## src/rtl/bcd_conv_pkg.sv

```systemverilog
package bcd_conv_pkg;

  function automatic longint pow10(input int d);
    longint p;
    p = 1;
    for (int i = 0; i < d; i++) p = p * 10;
    return p;
  endfunction

  // number of decimal digits needed for the largest IN_W-bit value
  function automatic int bcd_digits(input int in_w);
    longint v;
    int n;
    v = (64'd1 << in_w) - 1;
    n = 0;
    while (v != 0) begin
      n++;
      v = v / 10;
    end
    return n;
  endfunction

  // after `step` shifts the converted prefix is at most 2^step-1;
  // a digit can reach 5 only if that prefix can reach 5*10^digit
  function automatic bit cell_needed(input int digit, input int step);
    return ((64'd1 << step) - 1) >= 5 * pow10(digit);
  endfunction

  function automatic int first_step(input int in_w);
    for (int s = 1; s < in_w; s++)
      if (cell_needed(0, s)) return s;
    return in_w;
  endfunction

  function automatic int top_digit_max(input int in_w);
    return int'(((64'd1 << in_w) - 1) / pow10(bcd_digits(in_w) - 1));
  endfunction

endpackage

```

## src/rtl/bcd_add3_cell.sv

```systemverilog
module bcd_add3_cell (
  input  logic [3:0] d_i,
  output logic [3:0] d_o
);

  logic over4;

  always_comb begin
    over4 = d_i[3] | (d_i[2] & (d_i[1] | d_i[0]));
    d_o   = over4 ? d_i + 4'd3 : d_i;
  end

endmodule

```

## src/rtl/bcd_capture_stage.sv

```systemverilog
module bcd_capture_stage #(
  parameter int IN_W  = 8,
  parameter int NDIG  = 3,
  parameter int PRESH = 3,
  localparam int W    = NDIG * 4 + IN_W
) (
  input  logic            clk,
  input  logic            rst,
  input  logic            valid_i,
  input  logic [IN_W-1:0] bin_i,
  output logic            valid_o,
  output logic [W-1:0]    data_o
);

  logic [W-1:0] widened;

  // shifts before the first possible correction are plain wiring
  assign widened = {{(NDIG * 4){1'b0}}, bin_i};

  always_ff @(posedge clk) begin
    if (rst) valid_o <= 1'b0;
    else     valid_o <= valid_i;
    data_o <= widened << PRESH;
  end

endmodule

```

## src/rtl/bcd_dabble_stage.sv

```systemverilog
module bcd_dabble_stage #(
  parameter int IN_W = 8,
  parameter int NDIG = 3,
  parameter int STEP = 3,
  localparam int W   = NDIG * 4 + IN_W
) (
  input  logic         clk,
  input  logic         rst,
  input  logic         valid_i,
  input  logic [W-1:0] data_i,
  output logic         valid_o,
  output logic [W-1:0] data_o
);

  logic [W-1:0] adj;
  logic         unused_msb;

  assign adj[IN_W-1:0] = data_i[IN_W-1:0];
  assign unused_msb    = adj[W-1];

  for (genvar d = 0; d < NDIG; d++) begin : g_dig
    localparam int LO = IN_W + 4 * d;

    if (bcd_conv_pkg::cell_needed(d, STEP)) begin : g_cell
      bcd_add3_cell u_cell (
        .d_i (data_i[LO +: 4]),
        .d_o (adj[LO +: 4])
      );
    end else begin : g_pass
      assign adj[LO +: 4] = data_i[LO +: 4];


      prune_safe_chk: assert property (@(posedge clk) disable iff (rst)
        valid_i |-> (data_i[LO +: 4] < 4'd5));
    end


    digit_range_chk: assert property (@(posedge clk) disable iff (rst)
      valid_i |-> (data_i[LO +: 4] <= 4'd9));
  end

  always_ff @(posedge clk) begin
    if (rst) valid_o <= 1'b0;
    else     valid_o <= valid_i;
    data_o <= {adj[W-2:0], 1'b0};
  end

endmodule

```

## src/rtl/bcd_pipe_conv.sv

```systemverilog
module bcd_pipe_conv #(
  parameter int IN_W   = 8,
  localparam int NDIG  = bcd_conv_pkg::bcd_digits(IN_W),
  localparam int OUT_W = NDIG * 4
) (
  input  logic             clk,
  input  logic             rst,
  input  logic             in_valid,
  input  logic [IN_W-1:0]  in_bin,
  output logic             out_valid,
  output logic [OUT_W-1:0] out_bcd
);

  localparam int FIRST  = bcd_conv_pkg::first_step(IN_W);
  localparam int NSTAGE = IN_W - FIRST;
  localparam int LAT    = NSTAGE + 1;
  localparam int W      = OUT_W + IN_W;
  localparam int CW     = $clog2(LAT + 1);
  localparam logic [3:0] TOP_MAX = 4'(bcd_conv_pkg::top_digit_max(IN_W));

  logic [W-1:0] data  [0:NSTAGE];
  logic         valid [0:NSTAGE];
  logic         unused_tail;

  bcd_capture_stage #(
    .IN_W  (IN_W),
    .NDIG  (NDIG),
    .PRESH (FIRST)
  ) u_cap (
    .clk     (clk),
    .rst     (rst),
    .valid_i (in_valid),
    .bin_i   (in_bin),
    .valid_o (valid[0]),
    .data_o  (data[0])
  );

  for (genvar k = 0; k < NSTAGE; k++) begin : g_stage
    bcd_dabble_stage #(
      .IN_W (IN_W),
      .NDIG (NDIG),
      .STEP (FIRST + k)
    ) u_stg (
      .clk     (clk),
      .rst     (rst),
      .valid_i (valid[k]),
      .data_i  (data[k]),
      .valid_o (valid[k+1]),
      .data_o  (data[k+1])
    );
  end

  assign out_valid   = valid[NSTAGE];
  assign out_bcd     = data[NSTAGE][W-1 -: OUT_W];
  assign unused_tail = ^data[NSTAGE][IN_W-1:0];

  // cycles since reset, saturating at the pipeline latency
  logic [CW-1:0] since_rst;
  always_ff @(posedge clk) begin
    if (rst)                       since_rst <= '0;
    else if (since_rst < CW'(LAT)) since_rst <= since_rst + 1'b1;
  end


  flush_chk: assert property (@(posedge clk) disable iff (rst)
    (since_rst < CW'(LAT)) |-> !out_valid);


  top_digit_chk: assert property (@(posedge clk) disable iff (rst)
    out_valid |-> (out_bcd[OUT_W-1 -: 4] <= TOP_MAX));

endmodule

```

## config.mk

```make
export PLATFORM = sky130hd
export DESIGN_NAME = bcd_pipe_conv
export DESIGN_NICKNAME = d
export VERILOG_FILES = /design/src/rtl/bcd_conv_pkg.sv /design/src/rtl/bcd_add3_cell.sv /design/src/rtl/bcd_capture_stage.sv /design/src/rtl/bcd_dabble_stage.sv /design/src/rtl/bcd_pipe_conv.sv
export SDC_FILE = /design/constraint.sdc
export NUM_CORES = 1
export LEC_CHECK = 0
export ABC_AREA = 1
export BUFFER_PORTS_ARGS = -buffer_cell sky130_fd_sc_hd__buf_2
export CORE_AREA = 4 4 55 95
export DETAILED_ROUTE_END_ITERATION = 12
export DIE_AREA = 0 0 59 99
export HOLD_SLACK_MARGIN = 0.12
export PLACE_DENSITY = 0.68
export SYNTH_ARGS = -nofsm -noshare
export SYNTH_HDL_FRONTEND = slang
export SYNTH_SLANG_ARGS = --single-unit
export TNS_END_PERCENT = 50
```

## constraint.sdc

```tcl
create_clock -name clk -period 1.7 [get_ports clk]
set_input_delay 0.085 -clock clk [delete_from_list [all_inputs] [get_ports clk]]
set_output_delay 0.085 -clock clk [all_outputs]
set_load 0.03 [all_outputs]
```

# Word-level counts from Yosys, hierarchy flattened
# Cells that the tools add are included.
totals:
  input_bits: 11
  out_inout_bits: 13
  ff_bits: 61
op_classes:
  n_addsub: 7
  bitwise: 19
  mux: 7
op_table:
  columns: ["cell", "count"]
  rows:
  - ["$add A4 B2 Y4 const B", 5]
  - ["$mux W4", 5]
  - ["$or A1 B1 Y1", 12]
  - ["$add A3 B2 Y4 const B", 2]
  - ["$and A1 B1 Y1", 7]
  - ["$mux W3", 2]

# Longest topological paths before layout
depth:
  ltp_word: 4
  mapped_depth: 7
  depth_no_buf: 7

# By module
# From an unflattened synthesis, not the netlist that was laid out.
unflattened:
  hier_cells: 347
  hier_area_um2: 3329.4
modules_own_cells:
  columns: ["module", "n_inst", "seq_area_each_um2", "area_each_um2", "cells_per_inst"]
  rows:
  - ["bcd_dabble_stage", 5, 400.4, 421.7, 24]
  - ["bcd_add3_cell", 7, 0.0, 133.9, 29]
  - ["bcd_capture_stage", 1, 180.2, 284.0, 24]

# Worst setup path after synthesis
# OpenSTA, ideal clock, no wires.
synth_timing:
  path_kind: "register to register"
  startpoint: "register g_stage[0].u_stg.data_o[8]"
  endpoint: "register g_stage[1].u_stg.data_o[11]"
  path_slack_ns: 0.738
  n_path_buf: 0
  arrival_ns: 0.850
  stages_incl_launch_ff: 8
  synth_period_minus_slack_ns: 0.962
  cell_sequence: "dfxtp_1 inv_1 ha_1 inv_1 nand2_2 nand2_2 nand2_1 nand2_1"
synth_between:
  elab_chain_cells: 4
  word_cells_on_any_way: 5
synth_lines:
  columns: ["element", "line_no", "text"]
  rows:
  - ["start, declared", "bcd_dabble_stage.sv:12", "output logic [W-1:0] data_o"]
  - ["start signal, assigned", "bcd_dabble_stage.sv:45", "data_o <= {adj[W-2:0], 1'b0};"]
  - ["parallel branches: the longest is 3 deep, another holds $add A4 B2 Y4", null, null]
  - ["$mux W4 (*)", "bcd_add3_cell.sv:10", "d_o = over4 ? d_i + 4'd3 : d_i;"]
  - ["named net g_stage[1].u_stg.adj[10]", "bcd_dabble_stage.sv:15", "logic [W-1:0] adj;"]
  - ["end signal, assigned", "bcd_dabble_stage.sv:45", null]
  - ["end, declared", "bcd_dabble_stage.sv:12", null]
# Mark *: on every way through the listed nets, which the timed path passes.
# A chain may end at the register's enable or synchronous reset.

# Final worst setup path
layout_timing:
  startpoint: "input in_valid"
  endpoint: "register u_cap.valid_o"
layout_rtl:
  columns: ["element", "line_no", "text"]
  rows:
  - ["start, declared", "bcd_pipe_conv.sv:8", "input logic in_valid,"]
  - ["end signal, assigned", "bcd_capture_stage.sv:22", "else valid_o <= valid_i;"]
  - ["end, declared", "bcd_capture_stage.sv:11", "output logic valid_o,"]
# No word-level cell between the ends.

==> results.toml <==
[clock_network]
root_buffer = "clkbuf_8"
postCtsHoldBufs = 11
cts_resized = 0
cts_max_level = 3
cts_sinks = 61
path_clk_slew_ns = 0.07
post_cts_buffers = 0
clkLatencyLatePin_ns = 0.33
cts_inserted_buffers = 9
cts_tree = "built"
cts_buffer_depth = 2

[global_route]
grt_pass1_wl_um = 5240
grt_max_degree = 12
grt_overflow_total = 0
grtUsageTotal = 0.120
grt_pass1_vias = 1450
grt_antenna_before_repair = 0

[floorplan]
die_h_um = 99
initial_core_util = 0.496
core_area_sq_um = 4400
dieArea_sq_um = 5840
die_w_um = 59
ios = 24
rows = 32

[placed_design]
place_ws_ns = 0.631
dp_hpwl_um = 2090
port_buffers = 21
routabilityCongestion = 0.784

[route]
first_pass_iters = 6
routed_wl_um = 2980
drc = 0
drt_iter0_markers = 33
wl_per_cell_um = 8.74
postRouteAntennaNets = 0
vias_per_cell = 4.39
via_count = 1498

[logic_synthesis]
synthCells = 253
synth-seq-area-share = 0.559
ys_warn_count = 0
avgSynthCellArea_sq_um = 8.63
synth.distinct_cells = 14
synth-seq-cells = 61
synth_area_sq_um = 2180

[pwr]
switching_share = 0.296
p_sw_uw = 1270
p_seq_frac = 0.416
internal_power_uw = 3010
power_uw = 4280
p_leak_uw = 0.00138
power-per-cell-area_nw_per_um2 = 1630
peakVddDrop_v = 0.00106
p_clk_frac = 0.363
power_frac_comb = 0.221

[setup_path]
path_max_fanout = 1
path_class = "input port to register"
reg2regPathDepth = 7
crit_arrival_ns = 1.37
cp_cell_sequence = "dlygate4sd3_1, buf_2, inv_1, nor2_1, dlygate4sd3_1"
path_buf_inv = 4
slowest_stage = "dlygate4sd3_1"
crit_path_end_kind = "register"
r2r_start = "g_stage[3].u_stg.data_o[12]"
crit_path_frequent_cell = "dlygate4sd3_1"
max_stage_delay_ns = 0.55
critPathLaunchType = "input port"
reg2reg_to = "g_stage[4].u_stg.data_o[15]"
critPathTopFamily = "buffers and inverters"
reg2reg_setup_slack_ns = 0.63
cp_data_required_time_ns = 1.91

[finish]
finish.net_count = 310
syn_to_final_growth_pct = 20.2
seq_area_sq_um = 1220
num_antenna_cells = 0
mostFrequentLayoutCells = "nand2_1, dfxtp_1, inv_1"
multi_input_area_sq_um = 701
final_util = 0.596
drive_above_1_share = 0.166
fill_cells = 395
layout_commonest_cell = "nand2_1"

[sta]
fin_crit_ns = 1.16
post-route-period-util = 0.680
max_freq_mhz = 865
grt_setup_unrepaired = "false"
hold_viol_final = 0
drv_slew = 0
holdWs_ns = 0.324
fin_setup_tns_ns = 0
finalSetupViolations = 0
skew_ns = 0.00584
worst_slack_ns = 0.544

[worst_hold_path]
hold_class = "register to register"
hp-start = "g_stage[1].u_stg.data_o[13]"
min_to = "g_stage[2].u_stg.data_o[14]"
hold-path-cell-count = 0

[run]
drv_cap = 0

[outcome]
status = "finished, final reports clean"
power groups by stage:
stage / Clock (uW) / Sequential [uW] / Combinational, uW
floorplan: 0 / 1790 / 865
global placement: 0 / 1810 / 911
detailed placement: 0 / 1810 / 935
CTS: 1590 / 1780 / 959
global route: 1640 / 1810 / 1090
finish: 1550 / 1780 / 946
cells in the mapped netlist:
cell	n	area [sq um]
o21a_1	2	15.0
xor2_1	2	17.5
o21ai_0	2	10.0
nor2_1	8	30.0
inv_1	47	176
conb_1	1	3.75
buf_4	12	90.1
nand2_2	8	50.1
a21oi_1	2	10.0
dfxtp_1	61	1220
nor2_2	3	18.8
nand3_1	20	100
ha_1	14	175
nand2_1	71	267
worst max-delay path by stage:
stage,start,end,slack [ns],cells after the start
after detailed placement,g_stage[0].u_stg.data_o[8],g_stage[1].u_stg.data_o[11],0.63,7
after global routing,g_stage[3].u_stg.data_o[12],g_stage[4].u_stg.data_o[15],0.49,7
final,in_valid,u_cap.valid_o,0.54,5
after global placement,g_stage[0].u_stg.data_o[8],g_stage[1].u_stg.data_o[11],0.64,7
after floorplan,g_stage[0].u_stg.data_o[8],g_stage[1].u_stg.data_o[11],0.74,7
after CTS,rst,u_cap.valid_o,0.59,4
metrics by stage:
stage          cell area [sq um]  cells
2_1_floorplan               2190    254
3_5_place_dp                2270    314
3_3_place_gp                2270    314
4_1_cts                     2630    341
5_1_grt                     2630    341
6_report                    2630    341
cell type report:
type	count	area share
clock buffers	10	0.0524
clock inverters	6	0.0419
inverters	47	0.0672
multi-input cells	134	0.267
flip-flops and latches	61	0.465
well taps	51	0.0243
repair buffers	32	0.0820
kinds of logic after synthesis:
group           Yosys count  share of synthesized area
compound gates            6                     0.0160
xor+xnor                  2                    0.00802
fa+ha+maj                14                     0.0802
buf+inv                  59                      0.122
flops                    61                      0.559
other cells               1                    0.00172
simple gates            110                      0.213
layer usage:
layer	wire, um	track usage	part of all wire
met1	1090	0.0984	0.36
met2	1650	0.211	0.55
met3	150	0.0393	0.050
met4	93	0.106	0.031
met5	0	0	0
worst register-to-register path: cells and delay by family, from the launching register on:
family | cells | cell delay (ns)
buffers and inverters | 2 | 0.17
adders and majority gates | 1 | 0.21
DFF | 1 | 0.31
and+or+nand+nor | 4 | 0.29
registers in the layout (all words and copies together) (netlist names):
| register | count |
|---|---|
| g_stage.u_stg.data_o | 47 |
| u_cap.valid_o | 1 |
| u_cap.data_o | 8 |
| g_stage.u_stg.valid_o | 5 |
No activity file was read; power rests on OpenSTA's default activity.
